## src/rtl/sdmul_pkg.sv

```systemverilog
package sdmul_pkg;
  // number of radix-4 stages chained per iteration (one byte of multiplier)
  localparam int STAGES = 4;

  typedef enum logic [1:0] {
    MSEL_ZERO = 2'b00,
    MSEL_ONE  = 2'b01,
    MSEL_TWO  = 2'b10
  } msel_e;

  typedef struct packed {
    msel_e sel;
    logic  neg;
  } stage_ctl_t;
endpackage

```

## src/rtl/sdmul_recoder.sv

```systemverilog
module sdmul_recoder
  import sdmul_pkg::*;
(
  input  logic [2*STAGES:0]         grp,   // [0] is the extra bit below the byte
  output stage_ctl_t [STAGES-1:0]   ctl    // ctl[k] weights 4**k
);
  for (genvar k = 0; k < STAGES; k++) begin : g_pair
    logic [2:0] g;
    msel_e      sel_k;
    assign g = grp[2*k+2 -: 3];
    always_comb begin
      if (g[1] ^ g[0])                   sel_k = MSEL_ONE;
      else if (g == 3'b011 || g == 3'b100) sel_k = MSEL_TWO;
      else                               sel_k = MSEL_ZERO;
    end
    assign ctl[k] = '{sel: sel_k, neg: g[2]};
  end
endmodule

```

## src/rtl/sdmul_stage.sv

```systemverilog
module sdmul_stage #(
  parameter int WD = 28
) (
  input  logic [WD-1:0] p_i,
  input  logic [WD-1:0] n_i,
  input  logic [WD-1:0] y,
  input  logic          neg,
  input  logic          gate,
  output logic [WD-1:0] p_o,
  output logic [WD-1:0] n_o
);
  // Digits: plus bit -> +1, minus bit -> -1. Subtraction is done as
  // -((-X) + Y): swap the vectors, add the conventional operand, swap back.
  logic [WD-1:0] pa, na, w, c, cin, pz, nz;

  assign pa  = neg ? n_i : p_i;
  assign na  = neg ? p_i : n_i;
  // per position t = pa + y - na in -1..2, split as 2*c - w
  assign w   = pa ^ y ^ na;
  assign c   = (na & pa & y) | (~na & (pa | y));
  assign cin = {c[WD-2:0], 1'b0};
  assign pz  = cin & ~w;
  assign nz  = w & ~cin;

  assign p_o = !gate ? p_i : (neg ? nz : pz);
  assign n_o = !gate ? n_i : (neg ? pz : nz);
endmodule

```

## src/rtl/sdmul_cascade.sv

```systemverilog
module sdmul_cascade
  import sdmul_pkg::*;
#(
  parameter int W   = 16,
  parameter int WIN = W + 12
) (
  input  logic [WIN-1:0]          p_i,
  input  logic [WIN-1:0]          n_i,
  input  logic [W-1:0]            ymag,
  input  logic                    ysgn,
  input  stage_ctl_t [STAGES-1:0] ctl,
  input  logic                    assim,
  input  logic                    fix,
  output logic [WIN-1:0]          p_o,
  output logic [WIN-1:0]          n_o
);
  logic [WIN-1:0] pc [STAGES+1];
  logic [WIN-1:0] nc [STAGES+1];

  assign pc[0] = p_i;
  assign nc[0] = n_i;

  for (genvar s = 0; s < STAGES; s++) begin : g_stage
    localparam int K = STAGES - 1 - s;   // first stage takes the heaviest pair
    logic [WIN-1:0] y_one, y_two, y_sel;
    logic           st_neg, st_gate;

    assign y_one = WIN'(ymag) << (2*K);
    assign y_two = WIN'(ymag) << (2*K + 1);

    always_comb begin
      if (assim) begin
        // finishing pass: first stage may add one multiplicand, rest pass through
        y_sel   = (s == 0 && fix) ? WIN'(ymag) : '0;
        st_neg  = ysgn;
        st_gate = (s == 0);
      end else begin
        unique case (ctl[K].sel)
          MSEL_ONE: y_sel = y_one;
          MSEL_TWO: y_sel = y_two;
          default:  y_sel = '0;
        endcase
        st_neg  = ctl[K].neg ^ ysgn;
        st_gate = 1'b1;
      end
    end

    sdmul_stage #(.WD(WIN)) u_st (
      .p_i (pc[s]),
      .n_i (nc[s]),
      .y   (y_sel),
      .neg (st_neg),
      .gate(st_gate),
      .p_o (pc[s+1]),
      .n_o (nc[s+1])
    );
  end

  assign p_o = pc[STAGES];
  assign n_o = nc[STAGES];
endmodule

```

## src/rtl/sdmul_top.sv

```systemverilog
module sdmul_top
  import sdmul_pkg::*;
#(
  parameter int W = 16
) (
  input  logic         clk,
  input  logic         rst_n,
  input  logic         start,
  input  logic         mplr_signed,
  input  logic [W-1:0] mcand,
  input  logic [W-1:0] mplr,
  output logic         busy,
  output logic         done,
  output logic [W+3:0] product
);
  localparam int ITERS = W / 8;
  localparam int LOW   = 8 * ITERS;        // digits that have left the window
  localparam int WIN   = W + 12;           // adding window incl. guard digits
  localparam int AW    = LOW + WIN;
  localparam int CW    = (ITERS > 1) ? $clog2(ITERS) : 1;

  typedef enum logic [1:0] {ST_IDLE, ST_RUN, ST_FIX} state_e;

  state_e                  state;
  logic [CW-1:0]           cnt;
  logic [AW-1:0]           acc_p, acc_n;
  logic [W-1:0]            mreg, ymag, mcand_mag;
  logic                    xbit, ysgn, unsigned_mode;
  logic [2*STAGES:0]       rec_grp;
  stage_ctl_t [STAGES-1:0] rec_ctl;
  logic [WIN-1:0]          win_p, win_n;
  logic [AW-1:0]           nxt_p, nxt_n, diff;

  assign rec_grp   = {mreg[7:0], xbit};
  assign mcand_mag = mcand[W-1] ? ((~mcand) + W'(1)) : mcand;
  assign busy      = (state != ST_IDLE);

  sdmul_recoder u_rec (
    .grp(rec_grp),
    .ctl(rec_ctl)
  );

  sdmul_cascade #(.W(W), .WIN(WIN)) u_cas (
    .p_i  (acc_p[AW-1:LOW]),
    .n_i  (acc_n[AW-1:LOW]),
    .ymag (ymag),
    .ysgn (ysgn),
    .ctl  (rec_ctl),
    .assim(state == ST_FIX),
    .fix  (unsigned_mode & xbit),
    .p_o  (win_p),
    .n_o  (win_n)
  );

  assign nxt_p = {win_p, acc_p[LOW-1:0]};
  assign nxt_n = {win_n, acc_n[LOW-1:0]};
  assign diff  = nxt_p - nxt_n;

  always_ff @(posedge clk or negedge rst_n) begin
    if (!rst_n) begin
      state         <= ST_IDLE;
      cnt           <= '0;
      acc_p         <= '0;
      acc_n         <= '0;
      mreg          <= '0;
      ymag          <= '0;
      xbit          <= 1'b0;
      ysgn          <= 1'b0;
      unsigned_mode <= 1'b0;
      done          <= 1'b0;
      product       <= '0;
    end else begin
      done <= 1'b0;
      unique case (state)
        ST_IDLE: begin
          if (start) begin
            acc_p         <= '0;
            acc_n         <= '0;
            mreg          <= mplr;
            xbit          <= 1'b0;
            ymag          <= mcand_mag;
            ysgn          <= mcand[W-1];
            unsigned_mode <= !mplr_signed;
            cnt           <= '0;
            state         <= ST_RUN;
          end
        end
        ST_RUN: begin
          acc_p <= nxt_p >> 8;
          acc_n <= nxt_n >> 8;
          mreg  <= mreg >> 8;
          xbit  <= mreg[7];
          cnt   <= cnt + CW'(1);
          if (cnt == CW'(ITERS - 1)) state <= ST_FIX;
        end
        ST_FIX: begin
          product <= diff[2*W-1:W-4];
          done    <= 1'b1;
          state   <= ST_IDLE;
        end
        default: state <= ST_IDLE;
      endcase
    end
  end
endmodule

```

## config.mk

```make
export PLATFORM = sky130hd
export DESIGN_NAME = sdmul_top
export DESIGN_NICKNAME = d
export VERILOG_FILES = /design/src/rtl/sdmul_pkg.sv /design/src/rtl/sdmul_recoder.sv /design/src/rtl/sdmul_stage.sv /design/src/rtl/sdmul_cascade.sv /design/src/rtl/sdmul_top.sv
export SDC_FILE = /design/constraint.sdc
export NUM_CORES = 1
export LEC_CHECK = 0
export ABC_AREA = 1
export ABC_CLOCK_PERIOD_IN_PS = 10250
export BUFFER_PORTS_ARGS = -buffer_cell sky130_fd_sc_hd__buf_2
export CELL_PAD_IN_SITES_DETAIL_PLACEMENT = 0
export CELL_PAD_IN_SITES_GLOBAL_PLACEMENT = 1
export CORE_MARGIN = 2
export CORE_UTILIZATION = 50
export CTS_CLUSTER_DIAMETER = 200
export DETAILED_ROUTE_END_ITERATION = 8
export PLACE_DENSITY_LB_ADDON = 0.25
export SLEW_MARGIN = 20
export SYNTH_ARGS = -nofsm -noshare
export SYNTH_HDL_FRONTEND = slang
export SYNTH_SLANG_ARGS = --single-unit
```

## constraint.sdc

```tcl
create_clock -name clk -period 10.25 [get_ports clk]
set_input_delay 1.5375 -clock clk [delete_from_list [all_inputs] [get_ports clk]]
set_output_delay 1.5375 -clock clk [all_outputs]
set_load 0.1 [all_outputs]
```

After elaboration in Yosys (flattened, before gate mapping)
Cells that the tools add are included.
{ "classes": {"addsub": 3, "n_eq_ne": 20, "n_mux": 56, "bitwise_logic": 58, "reduce_logical": 11} }
{ "op_table": {"columns": ["op", "n"], "rows": [
  ["$mux W28", 22],
  ["$and A27 B27 Y27", 10],
  ["$and A28 B28 Y28", 8],
  ["$not A28 Y28", 8],
  ["$pmux W44 S2", 2],
  ["$or A27 B27 Y27", 6],
  ["$xor A28 B28 Y28", 4],
  ["$not A27 Y27", 4],
  ["$mux W16", 3],
  ["$pmux W23 S2", 1],
  ["$mux W44", 1],
  ["$pmux W21 S2", 1],
  ["$pmux W19 S2", 1],
  ["$pmux W17 S2", 1],
  ["$pmux W16 S2", 1],
  ["$sub A32 B32 Y32", 1],
  ["$xor A28 B17 Y28", 1],
  ["$xor A28 B19 Y28", 1],
  ["$xor A28 B21 Y28", 1],
  ["$xor A28 B23 Y28", 1],
  ["$and A27 B21 Y27", 1],
  ["$and A27 B23 Y27", 1],
  ["$or A27 B21 Y27", 1],
  ["$or A27 B23 Y27", 1],
  ["23 further kinds", 66]
]} }
{ "totals": {"ff_bits": 147, "out_inout_bits": 22, "elab_cells": 159} }

Longest topological paths before layout
{ "logic_depth": {"ltp_word": 38, "mapped_depth": 56, "depth_no_buf": 52} }

Hierarchy
Synthesis repeated with hierarchy kept, for this count alone.
{ "hier_totals": {"cells_unflattened": 3049, "hier_area_um2": 19003.2} }
{ "modules_own_cells": {"columns": ["mod", "n_inst", "cells_per_inst", "area_each_um2", "seq_area_each_um2"], "rows": [
  ["sdmul_top", 1, 1022, 7554.7, 3278.1],
  ["sdmul_stage at u_cas.g_stage[2].u_st", 1, 414, 2447.3, 0.0],
  ["sdmul_stage at u_cas.g_stage[3].u_st", 1, 414, 2444.8, 0.0],
  ["sdmul_stage at u_cas.g_stage[0].u_st", 1, 415, 2421.1, 0.0],
  ["sdmul_stage at u_cas.g_stage[1].u_st", 1, 416, 2409.8, 0.0],
  ["sdmul_cascade", 1, 324, 1465.2, 0.0],
  ["sdmul_recoder", 1, 44, 260.2, 0.0]
]} }

Worst setup path after synthesis
OpenSTA, ideal clock, no wires.
{ "synth_path": {"kind": "register -> register", "start": "register ysgn", "end": "register product[18]", "t_arrival_ns": 6.914, "required_time_ns": 10.130, "setup_slack_ns": 3.216, "path_stages_with_launch": 48, "path_buffers": 5, "synth_period_minus_slack_ns": 7.034, "cell_sequence": "dfrtp_1 > buf_4 > inv_4 > nand3_4 > nand2_4 > buf_12 > buf_6 > clkbuf_1 > clkbuf_1 > nand2_1 > o21ai_0 > ha_1 > xor2_1 > inv_1 > nor2_1 > o21ai_1 > nand2_1 > o21ai_0 > [... 12 more ...] > o21ai_0 > fa_1 > nor2_1 > nand2_1 > o21ai_0 > o21ai_0 > ha_1 > nand2_1 > nor2_1 > nand3_1 > o21ai_0 > nand2_1 > inv_1 > nand3_1 > nand3_1 > nand2_1 > nand3_1 > nand2_1"} }
{ "synth_via": {"elab_chain_cells": 34, "word_cells_on_any_way": 79} }
{ "synth_lines": {"columns": ["item", "line_no", "rtl"], "rows": [
  ["start, declared", "sdmul_top.sv:28", "logic xbit, ysgn, unsigned_mode;"],
  ["start signal, assigned", "sdmul_top.sv:82", "ysgn <= mcand[W-1];"],
  ["$xor A1 B1 Y1", "sdmul_cascade.sv:43", "st_neg = ctl[K].neg ^ ysgn;"],
  ["$mux W1", "sdmul_cascade.sv:32", "if (assim) begin"],
  ["$mux W28 (on tied branches)", "sdmul_stage.sv:17, sdmul_stage.sv:16", null],
  ["$and A27 B27 Y27, or another cell as far along", "sdmul_stage.sv:20", "assign c = (na & pa & y) | (~na & (pa | y));"],
  ["$and A27 B23 Y27 or $and A27 B27 Y27 (tied branches)", "sdmul_stage.sv:20", null],
  ["$or A27 B27 Y27", "sdmul_stage.sv:20", null],
  ["$not A28 Y28", "sdmul_stage.sv:23", "assign nz = w & ~cin;"],
  ["$and A28 B28 Y28", "sdmul_stage.sv:23", null],
  ["[... 17 more ...]", null, null],
  ["$mux W28 (on tied branches)", "sdmul_stage.sv:17, sdmul_stage.sv:16", null],
  ["$and A27 B27 Y27, or another cell as far along", "sdmul_stage.sv:20", null],
  ["$and A27 B27 Y27", "sdmul_stage.sv:20", null],
  ["$or A27 B27 Y27", "sdmul_stage.sv:20", null],
  ["$not A28 Y28", "sdmul_stage.sv:23", null],
  ["$and A28 B28 Y28", "sdmul_stage.sv:23", null],
  ["$mux W28 (on tied branches) (2 in a row)", "sdmul_stage.sv:25, sdmul_stage.sv:26", null],
  ["$sub A32 B32 Y32 *", "sdmul_top.sv:57", "assign diff = nxt_p - nxt_n;"],
  ["end signal, assigned", "sdmul_top.sv:97", "product <= diff[2*W-1:W-4];"],
  ["end, declared", "sdmul_top.sv:14", "output logic [W+3:0] product"]
]} }
Every way passes the cells marked *; elsewhere a longest branch is shown, timed or not.
A chain may end at the register's enable or synchronous reset.

Worst setup path in the final report
{ "layout_path": {"start": "register state[0]", "end": "register product[16]"} }
{ "layout_via": {"elab_chain_cells": 34, "word_cells_on_any_way": 80} }
{ "layout_lines": {"columns": ["item", "line_no", "rtl"], "rows": [
  ["start, declared", "sdmul_top.sv:24", "state_e state;"],
  ["start signal, assigned", "sdmul_top.sv:61", "state <= ST_IDLE;"],
  ["start signal, assigned", "sdmul_top.sv:85", "state <= ST_RUN;"],
  ["start signal, assigned", "sdmul_top.sv:94", "if (cnt == CW'(ITERS - 1)) state <= ST_FIX;"],
  ["$eq A2 B2 Y1 *", "sdmul_top.sv:49, sdmul_top.sv:74", null],
  ["$mux W1", "sdmul_cascade.sv:32", null],
  ["$mux W28 (on tied branches)", "sdmul_stage.sv:17, sdmul_stage.sv:16", null],
  ["$and A27 B27 Y27, or another cell as far along", "sdmul_stage.sv:20", null],
  ["$and A27 B23 Y27 or $and A27 B27 Y27 (tied branches)", "sdmul_stage.sv:20", null],
  ["$or A27 B27 Y27", "sdmul_stage.sv:20", null],
  ["$not A28 Y28", "sdmul_stage.sv:23", null],
  ["$and A28 B28 Y28", "sdmul_stage.sv:23", null],
  ["[... 17 more ...]", null, null],
  ["$mux W28 (on tied branches)", "sdmul_stage.sv:17, sdmul_stage.sv:16", null],
  ["$and A27 B27 Y27, or another cell as far along", "sdmul_stage.sv:20", null],
  ["$and A27 B27 Y27", "sdmul_stage.sv:20", null],
  ["$or A27 B27 Y27", "sdmul_stage.sv:20", null],
  ["$not A28 Y28", "sdmul_stage.sv:23", null],
  ["$and A28 B28 Y28", "sdmul_stage.sv:23", null],
  ["$mux W28 (on tied branches) (2 in a row)", "sdmul_stage.sv:25, sdmul_stage.sv:26", null],
  ["$sub A32 B32 Y32", "sdmul_top.sv:57", null]
]} }
Marked as above.

==> flow_metrics.py <==
metrics = {
    "setup_path": {
        "cp-end-kind": "register",
        "worstPathArrival_ps": 8680,
        "cp_max_fo": 72,
        "crit_top_cell": "nand2_1",
        "critPathRequiredTime_ps": 10610,
        "crit_end": "product[16]",
        "worstRegToRegCells": 43,
        "critPathLaunchType": "register",
        "crit_type": "register to register",
        "r2r_setup_slack_ps": 1930,
        "cp_slowest_stage_delay_ps": 750,
        "crit_start": "state[0]",
        "cp_slowest_cell": "buf_4",
        "worstReg2RegStart": "state[0]",
        "reg2reg_to": "product[16]",
    },
    "place": {
        "dp_hpwl_mm": 37.7,
        "port_buffers": 57,
        "routabilityCongestion": 0.978,
    },
    "timing": {
        "finalSetupTns_ps": 0,
        "finalCritPeriodShare": 0.811,
        "worstMarginPinSlew_ps": 1030,
        "fin_worst_skew_ps": 11.1,
        "fmax_ghz": 0.120,
        "grt_setup_unrepaired": "false",
        "slew_headroom": 0.314,
        "period_needed_ps": 8320,
        "finalSetupViolCount": 0,
        "drv_slew": 0,
        "hold_violations": 0,
    },
    "yosys": {
        "ys_seq_area_frac": 0.204,
        "yosys_most_used_dff": "dfrtp_1",
        "synth.most_common_cell": "nand2_1",
        "async_reset_ff_frac": 1.00,
        "synth_area_um2": 15800,
        "synth_top_area_cell": "dfrtp_1",
        "ys_warn_count": 0,
        "synthTopCellsByCount": "nand2_1, o21ai_0, inv_1",
        "yosys.area.top_type_share": 0.204,
        "synth_nets": 2671,
        "syn_area_per_cell_um2": 6.31,
        "ys_types": 58,
        "synth_area_leaders": "dfrtp_1, nand2_1, o21ai_0",
        "synth-seq-cells": 129,
        "synth-edff-count": 0,
        "syn_inst": 2506,
    },
    "floorplanning": {
        "num_io_pins": 58,
        "die_w_um": 182,
        "core-area_um2": 31300,
        "start_util": 0.505,
        "rows": 65,
        "dieArea_um2": 33100,
        "die_h_um": 182,
    },
    "layout": {
        "final_nets": 2630,
        "area_growth_pct": 6.05,
        "drive_above_1_share": 0.0851,
        "antenna_cells": 0,
        "fill_cells": 3144,
    },
    "routing": {
        "wl_per_cell_um": 17.9,
        "wl_mm": 51.6,
        "ant_nets": 0,
        "vias": 16679,
        "drtIter0Drc": 1335,
        "viasPerCell": 5.79,
        "firstDrtPassIters": 6,
        "drc": 0,
    },
    "min_path": {
        "min_path_type": "register to register",
        "hp-start": "product[8]",
    },
    "global_route": {
        "grt_pass1_wl_mm": 81.9,
        "grt_use_total": 0.314,
        "grt_pass1_vias": 15159,
        "grt_max_degree": 88,
        "grt_overflow": 0,
        "antenna_found_initial": 0,
    },
    "cts": {
        "cts-root-buf": "clkbuf_16",
        "cts_tree": "built",
        "htree_levels": 4,
        "clkLatencyLatePin_ps": 440,
        "cts_setup_buffers": 0,
        "clockBufferDepth": 2,
        "clk_pin_slew_ps": 70,
        "postCtsResizedCells": 0,
        "numCtsBuffers": 17,
        "hold_buffers": 0,
        "cts.sinks": 129,
    },
    "outcome": {
        "outcome": "complete, no violations",
    },
    "flow_run": {
        "drv_cap": 0,
    },
}
## registers in the layout, summed over array words and instances, names as in the netlist
| name | flops |
|---|---|
| acc_n | 35 |
| acc_p | 35 |
| cnt | 1 |
| done | 1 |
| mreg | 16 |
| product | 20 |
| state | 2 |
| unsigned_mode | 1 |
| xbit | 1 |
| ymag | 16 |
| ysgn | 1 |
## routing by layer
layer,vias up,track usage,wire length [um]
met2,593,0.545,24700
met1,7735,0.406,21800
met3,116,0.0347,3320
met4,0,0.109,1800
met5,-,0,0
li1,8235,-,-
## kinds of logic after synthesis
group                      synth area share
AOI/OAI and AO/OA                     0.250
xor gates and xnor gates             0.0222
adders and majority gates             0.126
buffers and inverters                 0.108
DFF                                   0.204
muxes                              0.000712
and+or+nand+nor                       0.288
## critical path: cells and delay by family (launching register included)
family          cells  cell delay, ps
fa+ha+maj           5            2180
compound gates     12            2130
buf+inv             8            1710
simple gates       17            1630
flops               1             370
xor+xnor            1             160
## how the worst min path moves through the flow
stage	endpoint	depth (start not counted)
after floorplan	ymag[9]	2
after global placement	product[1]	2
after detailed placement	product[8]	2
after CTS	product[8]	2
after global routing	product[8]	2
final	product[8]	2
## per-stage QoR
step                      hold slack (ps)  instances  instance area, um^2   util  setup slack (ps)
final                                 476       2880                16800  0.536              1930
after global routing                  495       2880                16800  0.536              1210
after CTS                             480       2880                16800  0.536              2020
after detailed placement              462       2848                16100  0.515              2090
after global placement                461       2848                16100  0.515              2250
after floorplan                       453       2506                15800      -              3220
## placed cells by master, fill, tap and decap left out, drive strengths merged, types with 18 or more instances in the layout
| cell | instances |
|---|---|
| fa | 51 |
| nor3 | 28 |
| nor2 | 171 |
| clkbuf | 18 |
| nand2 | 736 |
| ha | 78 |
| xor2 | 25 |
| a21oi | 59 |
| inv | 281 |
| nand3 | 129 |
| dfrtp | 129 |
| buf | 78 |
| o21ai | 455 |
| o22ai | 78 |
| a22oi | 19 |
| or2 | 18 |
| o211ai | 27 |
## final cells by class
type | instances | area [um^2] | area share
clock inverter | 14 | 204 | 0.0122
clock buffer | 18 | 439 | 0.0262
inverter | 281 | 1060 | 0.0633
tap | 402 | 503 | 0.0300
timing repair buffer | 78 | 449 | 0.0268
sequential | 129 | 3230 | 0.193
multi-input combinational | 1958 | 10900 | 0.649
Power is left out: the tool's default activity adds up to more than one toggle a clock period on the data nets, which glitch-free logic cannot reach.
